==> src/rtl/ep_win_pkg.sv <==
package ep_win_pkg;
    // register offsets; the fill-count pair is split high/low
    localparam logic [2:0] OFF_ENABLE  = 3'd0;
    localparam logic [2:0] OFF_SELECT  = 3'd1;
    localparam logic [2:0] OFF_WINDOW  = 3'd2;
    localparam logic [2:0] OFF_FREE_HI = 3'd3;
    localparam logic [2:0] OFF_FREE_LO = 3'd4;

    // endpoint 0 plus one endpoint per select bit
    localparam int SEL_BITS = 4;
    localparam int EP_COUNT = SEL_BITS + 1;

    // bit positions inside the access enable register
    localparam int BIT_WR_FLAG = 1;
    localparam int BIT_RD_FLAG = 0;
endpackage

==> src/rtl/ep_byte_fifo.sv <==
module ep_byte_fifo #(
    parameter int DEPTH  = 16,
    parameter int DATA_W = 8
) (
    input  logic                            clk,
    input  logic                            rst_n,
    input  logic                            push,
    input  logic [DATA_W-1:0]               push_data,
    input  logic                            pop,
    output logic [DATA_W-1:0]               head_data,
    output logic                            full,
    output logic                            empty,
    output logic [$clog2(DEPTH+1)-1:0]      count
);
    localparam int PTR_W = (DEPTH > 1) ? $clog2(DEPTH) : 1;
    localparam int CNT_W = $clog2(DEPTH + 1);

    typedef struct packed {
        logic [PTR_W-1:0] wr_ptr;
        logic [PTR_W-1:0] rd_ptr;
        logic [CNT_W-1:0] fill;
    } fifo_state_t;

    fifo_state_t st_d, st_q;
    logic [DATA_W-1:0] mem_q [DEPTH];
    logic do_push, do_pop;

    always_comb begin
        st_d    = st_q;
        do_push = push && (st_q.fill != CNT_W'(DEPTH));
        do_pop  = pop && (st_q.fill != '0);
        if (do_push) begin
            st_d.wr_ptr = (st_q.wr_ptr == PTR_W'(DEPTH - 1)) ? '0 : st_q.wr_ptr + 1'b1;
        end
        if (do_pop) begin
            st_d.rd_ptr = (st_q.rd_ptr == PTR_W'(DEPTH - 1)) ? '0 : st_q.rd_ptr + 1'b1;
        end
        if (do_push && !do_pop) begin
            st_d.fill = st_q.fill + 1'b1;
        end else if (do_pop && !do_push) begin
            st_d.fill = st_q.fill - 1'b1;
        end
    end

    always_ff @(posedge clk or negedge rst_n) begin
        if (!rst_n) begin
            st_q <= '0;
        end else begin
            st_q <= st_d;
        end
    end

    always_ff @(posedge clk) begin
        if (do_push) begin
            mem_q[st_q.wr_ptr] <= push_data;
        end
    end

    assign head_data = mem_q[st_q.rd_ptr];
    assign full      = (st_q.fill == CNT_W'(DEPTH));
    assign empty     = (st_q.fill == '0);
    assign count     = st_q.fill;


    fill_bound_chk: assert property (@(posedge clk) disable iff (!rst_n)
        st_q.fill <= CNT_W'(DEPTH));


    full_push_hold_chk: assert property (@(posedge clk) disable iff (!rst_n)
        (push && full && !pop) |=> $stable(st_q.fill));
endmodule

==> src/rtl/ep_target_pick.sv <==
module ep_target_pick #(
    parameter int SEL_W = 4
) (
    input  logic [SEL_W-1:0] sel,
    output logic [SEL_W:0]   target
);
    // target[0] is the default endpoint, target[k+1] follows sel[k];
    // later loop passes overwrite earlier ones, so the highest bit wins
    always_comb begin
        target    = '0;
        target[0] = 1'b1;
        for (int k = 0; k < SEL_W; k++) begin
            if (sel[k]) begin
                target        = '0;
                target[k + 1] = 1'b1;
            end
        end
    end
endmodule

==> src/rtl/cpu_ep_fill_port.sv <==
module cpu_ep_fill_port
    import ep_win_pkg::*;
#(
    parameter int FIFO_DEPTH = 16,
    parameter int DATA_W     = 8
) (
    input  logic                         clk,
    input  logic                         rst_n,
    input  logic [2:0]                   bus_addr,
    input  logic                         bus_wr,
    input  logic                         bus_rd,
    input  logic [DATA_W-1:0]            bus_wdata,
    output logic [DATA_W-1:0]            bus_rdata,
    input  logic [EP_COUNT-1:0]          drain_pop,
    output logic [EP_COUNT*DATA_W-1:0]   drain_data,
    output logic [EP_COUNT-1:0]          drain_valid
);
    localparam int CNT_W  = $clog2(FIFO_DEPTH + 1);
    localparam int FREE_W = 2 * DATA_W - 1;

    typedef struct packed {
        logic                wr_flag;
        logic                rd_flag;
        logic [SEL_BITS-1:0] sel;
        logic                ovf;
        logic [DATA_W-1:0]   rdata;
    } port_regs_t;

    port_regs_t regs_d, regs_q;

    logic [EP_COUNT-1:0]            target;
    logic [EP_COUNT-1:0]            full_vec;
    logic [EP_COUNT-1:0]            empty_vec;
    logic [EP_COUNT-1:0]            push_vec;
    logic [EP_COUNT*CNT_W-1:0]      cnt_all;
    logic [CNT_W-1:0]               tgt_count;
    logic [FREE_W-1:0]              free_space;
    logic                           tgt_full;
    logic                           win_wr;
    logic                           win_push;

    ep_target_pick #(.SEL_W(SEL_BITS)) u_pick (
        .sel    (regs_q.sel),
        .target (target)
    );

    for (genvar e = 0; e < EP_COUNT; e++) begin : g_ep
        ep_byte_fifo #(.DEPTH(FIFO_DEPTH), .DATA_W(DATA_W)) u_fifo (
            .clk       (clk),
            .rst_n     (rst_n),
            .push      (push_vec[e]),
            .push_data (bus_wdata),
            .pop       (drain_pop[e]),
            .head_data (drain_data[e*DATA_W +: DATA_W]),
            .full      (full_vec[e]),
            .empty     (empty_vec[e]),
            .count     (cnt_all[e*CNT_W +: CNT_W])
        );
        assign drain_valid[e] = !empty_vec[e];
    end

    // free-space readout for whichever endpoint is the target
    always_comb begin
        tgt_count = '0;
        for (int e = 0; e < EP_COUNT; e++) begin
            if (target[e]) begin
                tgt_count = cnt_all[e*CNT_W +: CNT_W];
            end
        end
        free_space = FREE_W'(CNT_W'(FIFO_DEPTH) - tgt_count);
        tgt_full   = |(full_vec & target);
    end

    always_comb begin
        regs_d   = regs_q;
        win_wr   = bus_wr && (bus_addr == OFF_WINDOW);
        win_push = win_wr && regs_q.wr_flag;
        push_vec = (win_push && !tgt_full) ? target : '0;

        if (bus_wr && (bus_addr == OFF_ENABLE)) begin
            regs_d.wr_flag = bus_wdata[BIT_WR_FLAG];
            regs_d.rd_flag = bus_wdata[BIT_RD_FLAG];
        end
        if (bus_wr && (bus_addr == OFF_SELECT)) begin
            regs_d.sel = bus_wdata[SEL_BITS-1:0];
        end

        if (bus_rd) begin
            unique case (bus_addr)
                OFF_ENABLE: begin
                    regs_d.rdata = '0;
                    regs_d.rdata[BIT_WR_FLAG] = regs_q.wr_flag;
                    regs_d.rdata[BIT_RD_FLAG] = regs_q.rd_flag;
                end
                OFF_SELECT:  regs_d.rdata = DATA_W'(regs_q.sel);
                OFF_FREE_HI: regs_d.rdata = {regs_q.ovf, free_space[FREE_W-1:DATA_W]};
                OFF_FREE_LO: regs_d.rdata = free_space[DATA_W-1:0];
                default:     regs_d.rdata = '0;
            endcase
            if (bus_addr == OFF_FREE_HI) begin
                regs_d.ovf = 1'b0;
            end
        end

        // a fresh loss wins over a clearing read in the same cycle
        if (win_push && tgt_full) begin
            regs_d.ovf = 1'b1;
        end
    end

    always_ff @(posedge clk or negedge rst_n) begin
        if (!rst_n) begin
            regs_q <= '0;
        end else begin
            regs_q <= regs_d;
        end
    end

    assign bus_rdata = regs_q.rdata;


    one_target_chk: assert property (@(posedge clk) disable iff (!rst_n)
        $countones(target) == 1);


    disabled_window_chk: assert property (@(posedge clk) disable iff (!rst_n)
        (win_wr && !regs_q.wr_flag && drain_pop == '0) |=> $stable(cnt_all));


    overflow_sticky_chk: assert property (@(posedge clk) disable iff (!rst_n)
        (win_push && tgt_full) |=> regs_q.ovf);


    rdata_hold_chk: assert property (@(posedge clk) disable iff (!rst_n)
        !bus_rd |=> $stable(bus_rdata));
endmodule

==> config.mk <==
export PLATFORM = sky130hd
export DESIGN_NAME = cpu_ep_fill_port
export DESIGN_NICKNAME = d
export VERILOG_FILES = /design/src/rtl/ep_win_pkg.sv /design/src/rtl/ep_byte_fifo.sv /design/src/rtl/ep_target_pick.sv /design/src/rtl/cpu_ep_fill_port.sv
export SDC_FILE = /design/constraint.sdc
export NUM_CORES = 1
export LEC_CHECK = 0
export BUFFER_PORTS_ARGS = -buffer_cell sky130_fd_sc_hd__buf_2
export CORE_MARGIN = 1.5
export CORE_UTILIZATION = 55
export DETAILED_ROUTE_END_ITERATION = 6
export GPL_TIMING_DRIVEN = 0
export PLACE_DENSITY_LB_ADDON = 0.15
export SETUP_SLACK_MARGIN = 0.02
export SYNTH_ARGS = -nofsm -noshare
export SYNTH_HDL_FRONTEND = slang
export SYNTH_SLANG_ARGS = --single-unit
==> constraint.sdc <==
create_clock -name clk -period 2.92 [get_ports clk]
set_clock_uncertainty 0.2 [all_clocks]
set_input_delay 0.146 -clock clk [delete_from_list [all_inputs] [get_ports clk]]
set_output_delay 0.146 -clock clk [all_outputs]
set_load 0.02 [all_outputs]
== After elaboration in Yosys (flattened, before gate mapping) ==
Memory sizes are Yosys's and may differ from the RTL's.
Index checks and enable logic that the tools add are counted.
Word-level totals
  register bits after elaboration: 80
  memory bits (writable): 640
  memories: 5
Operators by class
  add/subtract/negate cells: 21
  equal/unequal tests: 24
  muxes and demuxes: 44
  bitwise logic cells: 1
  reductions and logical operators: 62
Memories
  g_ep[0].u_fifo.mem_q: words 16, bits a word 8, read ports 1, clocked after Yosys merged registers in 0, write ports 1, line ep_byte_fifo.sv:25  | logic [DATA_W-1:0] mem_q [DEPTH];
  g_ep[1].u_fifo.mem_q: words 16, bits a word 8, read ports 1, clocked after Yosys merged registers in 0, write ports 1, line ep_byte_fifo.sv:25
  g_ep[2].u_fifo.mem_q: words 16, bits a word 8, read ports 1, clocked after Yosys merged registers in 0, write ports 1, line ep_byte_fifo.sv:25
  g_ep[3].u_fifo.mem_q: words 16, bits a word 8, read ports 1, clocked after Yosys merged registers in 0, write ports 1, line ep_byte_fifo.sv:25
  g_ep[4].u_fifo.mem_q: words 16, bits a word 8, read ports 1, clocked after Yosys merged registers in 0, write ports 1, line ep_byte_fifo.sv:25
Operator list (number)
  $mux W5: 17
  $mux W4: 11
  $add A4 B1 Y4 const B: 10
  $eq A4 B4 Y1 const B: 10
  $pmux W8 S4: 1
  $logic_and A1 B1 Y1: 26
  $add A5 B1 Y5 const B: 5
  $eq A5 B5 Y1 const B: 5
  $logic_not A5 Y1: 5
  $ne A5 B5 Y1 const B: 5
  $reduce_bool A5 Y1: 5
  $sub A5 B1 Y5 const B: 5
  $logic_not A1 Y1: 16
  $reduce_bool A2 Y1: 7
  $mux W1: 12
  $mux W9: 1
  $eq A3 B2 Y1 const B: 2
  $sub A5 B5 Y6 const A: 1
  $and A5 B5 Y5: 1
  $reduce_or A5 Y1: 1
  $eq A3 B1 Y1 const B: 1
  $eq A3 B3 Y1 const B: 1
  $logic_not A3 Y1: 1
  $mux W3: 1
  2 further kinds: 2

== Logic depth before layout (Yosys ltp) ==
  depth after elaboration: 14
  mapped depth: 13

== Modules after synthesis ==
Synthesis repeated with hierarchy kept, for this count alone.
Second synthesis, totals
  cell total of the unflattened synthesis: 1718
  area, all modules: 30195.2 µm²
Modules (own cells, without submodules)
  ep_byte_fifo: instances 5, cells each 317, area an instance 5803.1 µm²
  cpu_ep_fill_port: instances 1, cells each 128, area an instance 1131.1 µm²
  ep_target_pick: instances 1, cells each 5, area an instance 48.8 µm²

== Worst setup path before layout ==
No wires, ideal clock.
  kind: reg-to-reg
  from: register g_ep[4].u_fifo.st_q (netlist bit g_ep[4].u_fifo.count[3])
  to: register g_ep[4].u_fifo.st_q (netlist bit g_ep[4].u_fifo.count[4])
  library setup time: 123 ps
  arrival time: 2810 ps
  slack: -213 ps
  cell stages (with the launch flop): 13
  path through: dfrtp_1 or4_1 nand2b_1 and2_1 inv_2 ha_1 inv_1 fa_1 a21o_1 a21oi_1 xnor2_1 nor2_1 xnor2_1
On the way
  cells in the longest elaborated chain, start to end: 10
Ends and longest elaborated chain
  from (decl): line ep_byte_fifo.sv:24  | fifo_state_t st_d, st_q;
  from (signal assigned): line ep_byte_fifo.sv:49  | st_q <= st_d;
  $eq A5 B5 Y1: line ep_byte_fifo.sv:60  | assign full = (st_q.fill == CNT_W'(DEPTH));
  $and A5 B5 Y5: line cpu_ep_fill_port.sv:71  | tgt_full = |(full_vec & target);
  $reduce_or A5 Y1: line cpu_ep_fill_port.sv:71
  $logic_not A1 Y1: line cpu_ep_fill_port.sv:78  | push_vec = (win_push && !tgt_full) ? target : '0;
  $logic_and A1 B1 Y1: line cpu_ep_fill_port.sv:78
  $mux W5: line cpu_ep_fill_port.sv:78
  $logic_and A1 B1 Y1: line ep_byte_fifo.sv:30  | do_push = push && (st_q.fill != CNT_W'(DEPTH));
  $logic_not A1 Y1: line ep_byte_fifo.sv:40  | end else if (do_pop && !do_push) begin
  $logic_and A1 B1 Y1: line ep_byte_fifo.sv:40
  $reduce_bool A2 Y1 (no source line)
Several ways; a longest one is shown, not always the timed one. The select of a mux whose other input is x is not followed.
A chain may end at the register's enable or synchronous reset.

== Final worst setup path ==
  from: register g_ep[3].u_fifo.st_q[5] (netlist bit)
  to: output drain_data[27]
On the way
  cells in the longest elaborated chain, start to end: 1
Ends and longest elaborated chain
  from (decl): line ep_byte_fifo.sv:24
  from (signal assigned): line ep_byte_fifo.sv:49
  $mem_v2 Z16 W8
  to (decl): line cpu_ep_fill_port.sv:15  | output logic [EP_COUNT*DATA_W-1:0] drain_data,
Every way passes these cells.

==> results.txt <==
----------------------------------------------------
[Worst hold path]
  Worst Hold Depth ... 1
  Hold Path Origin ... bus_wdata[5]
  Hold Path Class ... in2reg
  Worst hold endpoint ... g_ep[0].u_fifo.mem_q[11][5]

[Clock network]
  Number of buffers created by CTS ... 73
  # H-tree levels ... 3
  Clock latency on the worst-skew pair ... between 600 and 700 ps
  Number of clock sinks seen by CTS ... 719
  Clock tree from TritonCTS ... done
  Root Driver ... sky130_fd_sc_hd__clkbuf_16
  Largest buffer count on any clock path ... 3
  Clock transition at the registers of the reported paths ... 60 ps

[GRT]
  All-Layer GR Usage ... 0.230
  Largest net degree at the start of global routing ... 83
  Global-route wire length before repair ... ~95,000 um
  Remaining global-route overflow ... 0
  Initial antenna violation count ... 0
  Number of global-route vias before repair ... 15,537

[Synth]
  Fraction of the yosys area taken by sequential cells ... 0.717
  Syn Nets ... 1,658
  Main synth FF type ... sky130_fd_sc_hd__edfxtp_1
  Mean instance size in the synthesized netlist ... roughly 19 sq um
  EDFF count, synth ... 640
  Leading area contributor after synthesis ... sky130_fd_sc_hd__edfxtp_1
  Number of different library cells in the post-synthesis netlist ... 63
  Proportion of synthesized flip-flops having asynchronous set or reset ... 0.110
  Mapped cell area ... 0.0296 sq mm
  Mapped Cells ... between 1,500 and 2,000
  Synth warn ... 0
  Top cells by area in the synthesized netlist ... sky130_fd_sc_hd__edfxtp_1 65%, sky130_fd_sc_hd__mux4_2 13%, sky130_fd_sc_hd__dfrtp_1 6.7%
  Synth top area share ... 0.650
  Synthesis-stage register bit count ... 719

[Worst setup path]
  Endpoint type of the worst setup path ... primary output
  Critical path required time ... between 2000 and 3000 ps
  Type of the worst setup path ... reg2out
  Worst path arrival time ... roughly 2600 ps
  Critical Path Start Type ... flop
  R2R Setup Slk ... 20 ps
  Crit Reg-Reg Startpoint ... g_ep[4].u_fifo.count[2]
  Crit path max fanout ... 7
  Worst reg2reg endpoint ... g_ep[4].u_fifo.count[4]
  Critical path launch point ... g_ep[3].u_fifo.st_q[5]
  Worst r2r path cells ... 12

[STA]
  RSZ-0062 raised after global routing ... true
  Remaining max-slew budget at the tightest pin ... 0.351
  Endpoints failing setup ... 0
  Worst hold slack ... -3.20 ps
  Final worst path period share ... 1.00
  Hold Fails Final Rpt ... 3
  Slew Limit Fails ... 0
  Post-layout minimum cycle time ... 2920 ps
  Top achievable clock speed ... 0.343 GHz
  Sum of negative setup slack ... 0 ps
  Measured slew at the worst slew-check pin ... 974 ps

[Drt]
  Total number of vias ... 15,301
  DR WL/cell ... about 24 um
  First-iteration detailed-routing DRC count ... 1,320
  Post-route antenna net violation count ... 0
  Count of TritonRoute iterations in the first routing pass ... 5
  Remaining routing DRC violations ... 0
  Average via count per standard cell ... 6.00
  Detailed-route wire length ... 62,100 um

[Die]
  Total I/O pin count ... 73
  Core ar. ... roughly 0.053 sq mm
  Effective utilization at floorplan ... 0.559
  Horizontal extent of the die ... around 230 um
  Number of rows created at floorplan ... 84
  Vertical extent of the die ... between 200 and 250 um
  Die outline area ... 0.0551 sq mm

[Run status]
  Run status ... finished, violations left
  Violations in the final reports ... hold timing

[Run]
  Maxcap violations ... 0

[Final layout]
  Share of post-route cells with drive strength above 1 ... 0.303
  Ant diodes ... 0
  Area growth from synthesis to layout ... 17.8%
  Number of fillers in the final layout ... 3,499
  Count of nets after finishing ... 1,879

[Placement]
  Post-detail-place hpwl ... 37,000 um
  Placer Congestion ... 0.828
  IO Port Bufs ... 70

[Power]
  Power density relative to cell area ... between 900 and 1000 mW/mm^2
  Post-route total power ... 32.5 mW
  Cell leakage power ... between 10 and 15 nW
  Peak supply drop ... 0.499 mV

----------------------------------------------------
-- worst max path at each step --
stage | endpoint | cells past startpoint
floorplan | g_ep[4].u_fifo.count[4] | 12
global placement | g_ep[2].u_fifo.mem_q[0][7] | 6
detailed placement | g_ep[1].u_fifo.count[4] | 12
CTS | drain_data[24] | 6
global route | g_ep[0].u_fifo.count[4] | 12
finish | drain_data[27] | 5
-- final cells by class --
class	instances	area, sq um	share of cell area
Clock inverter	26	179	0.00514
Multi-Input combinational cell	742	8160	0.234
Inverter	35	149	0.00428
Sequential cell	719	21200	0.609
Timing Repair Buffer	147	1350	0.0389
Tap cell	688	861	0.0247
Buffer	87	805	0.0231
Clock buffer	107	2090	0.0600
-- cells by family after synthesis --
family          count (synthesis)  share of synthesized area
simple gates                  283                     0.0475
flops                         719                      0.717
mux                           222                      0.150
fa+ha+maj                      54                     0.0241
compound gates                146                     0.0316
xor+xnor                       37                     0.0110
buf+inv                       123                     0.0185
-- where the power goes --
| part | switching [mW] | internal [mW] | total [mW] |
|---|---|---|---|
| clock | 3.79 | 5.14 | 8.93 |
| sequential | 0.520 | 11.7 | 12.2 |
| combinational | 5.65 | 5.77 | 11.4 |
-- critical path, cell delays in order (launching register included) --
cell and delay, ps:
sky130_fd_sc_hd__dfrtp_1 370, sky130_fd_sc_hd__buf_8 170, sky130_fd_sc_hd__buf_12 140, sky130_fd_sc_hd__mux4_2 530
sky130_fd_sc_hd__mux4_2 580, sky130_fd_sc_hd__buf_6 170
-- cells in the mapped netlist (all sizes together), types with 5 or more instances --
cell type / instances
edfxtp: 640
mux4: 176
nand2: 95
dfrtp: 79
buf: 54
nor2: 54
o21ai: 54
ha: 49
inv: 35
mux2i: 35
a21oi: 34
clkbuf: 34
and2: 29
xnor2: 27
nand3: 26
nor3: 22
a21o: 15
nand2b: 14
mux2: 11
nor2b: 10
xor2: 10
a221oi: 8
a22oi: 8
nor3b: 7
and3: 6
a22o: 5
a311oi: 5
fa: 5
nand4: 5
-- flip-flops by register name (all words and copies together) (netlist names) --
signal,count
regs_q,7
bus_rdata,7
g_ep.u_fifo.mem_q,640
g_ep.u_fifo.st_q,40
g_ep.u_fifo.count,25
-- what timing repair did --
action                                  4_1_cts  5_1_grt
pin swaps                                     7       14
endpoints found under the setup margin      158      102
resized for setup                           220       59
endpoints found under the hold margin       144        0
hold buffers                                 17        0
setup buffers                                27       25
cloned                                        8        2
-- through the flow --
stage	util	hold slack [ps]	worst slack (ps)	area, sq um	std cells
floorplan	-	-350	4.84	29600	1584
finish	0.658	-3.20	0.828	34800	2551
global route	0.658	26.4	-89.2	34800	2551
global placement	0.583	297	-431	30800	2342
detailed placement	0.585	-4.86	-429	30900	2346
CTS	0.653	14.1	-42.4	34500	2531
-- layout by cell type (no fill, tap or decap), types with 25 or more instances in the layout --
cell type and count:
sky130_fd_sc_hd__xnor2_1 27, sky130_fd_sc_hd__buf_2 44, sky130_fd_sc_hd__mux2i_1 35, sky130_fd_sc_hd__mux4_2 176, sky130_fd_sc_hd__nand3_1 26, sky130_fd_sc_hd__nand2_1 94
sky130_fd_sc_hd__ha_1 40, sky130_fd_sc_hd__nor2_1 46, sky130_fd_sc_hd__buf_4 65, sky130_fd_sc_hd__dfrtp_1 67, sky130_fd_sc_hd__buf_6 33, sky130_fd_sc_hd__o21ai_0 47
sky130_fd_sc_hd__clkbuf_16 78, sky130_fd_sc_hd__inv_1 25, sky130_fd_sc_hd__a21oi_1 27, sky130_fd_sc_hd__clkbuf_1 41, sky130_fd_sc_hd__edfxtp_1 640
-- metal layers --
| metal | wire, um | GRT usage |
|---|---|---|
| met1 | 27800 | 0.347 |
| met2 | 29500 | 0.355 |
| met3 | 3480 | 0.0317 |
| met4 | 1320 | 0.0693 |
| met5 | 0 | 0 |
(Power assumes the default switching activity.)
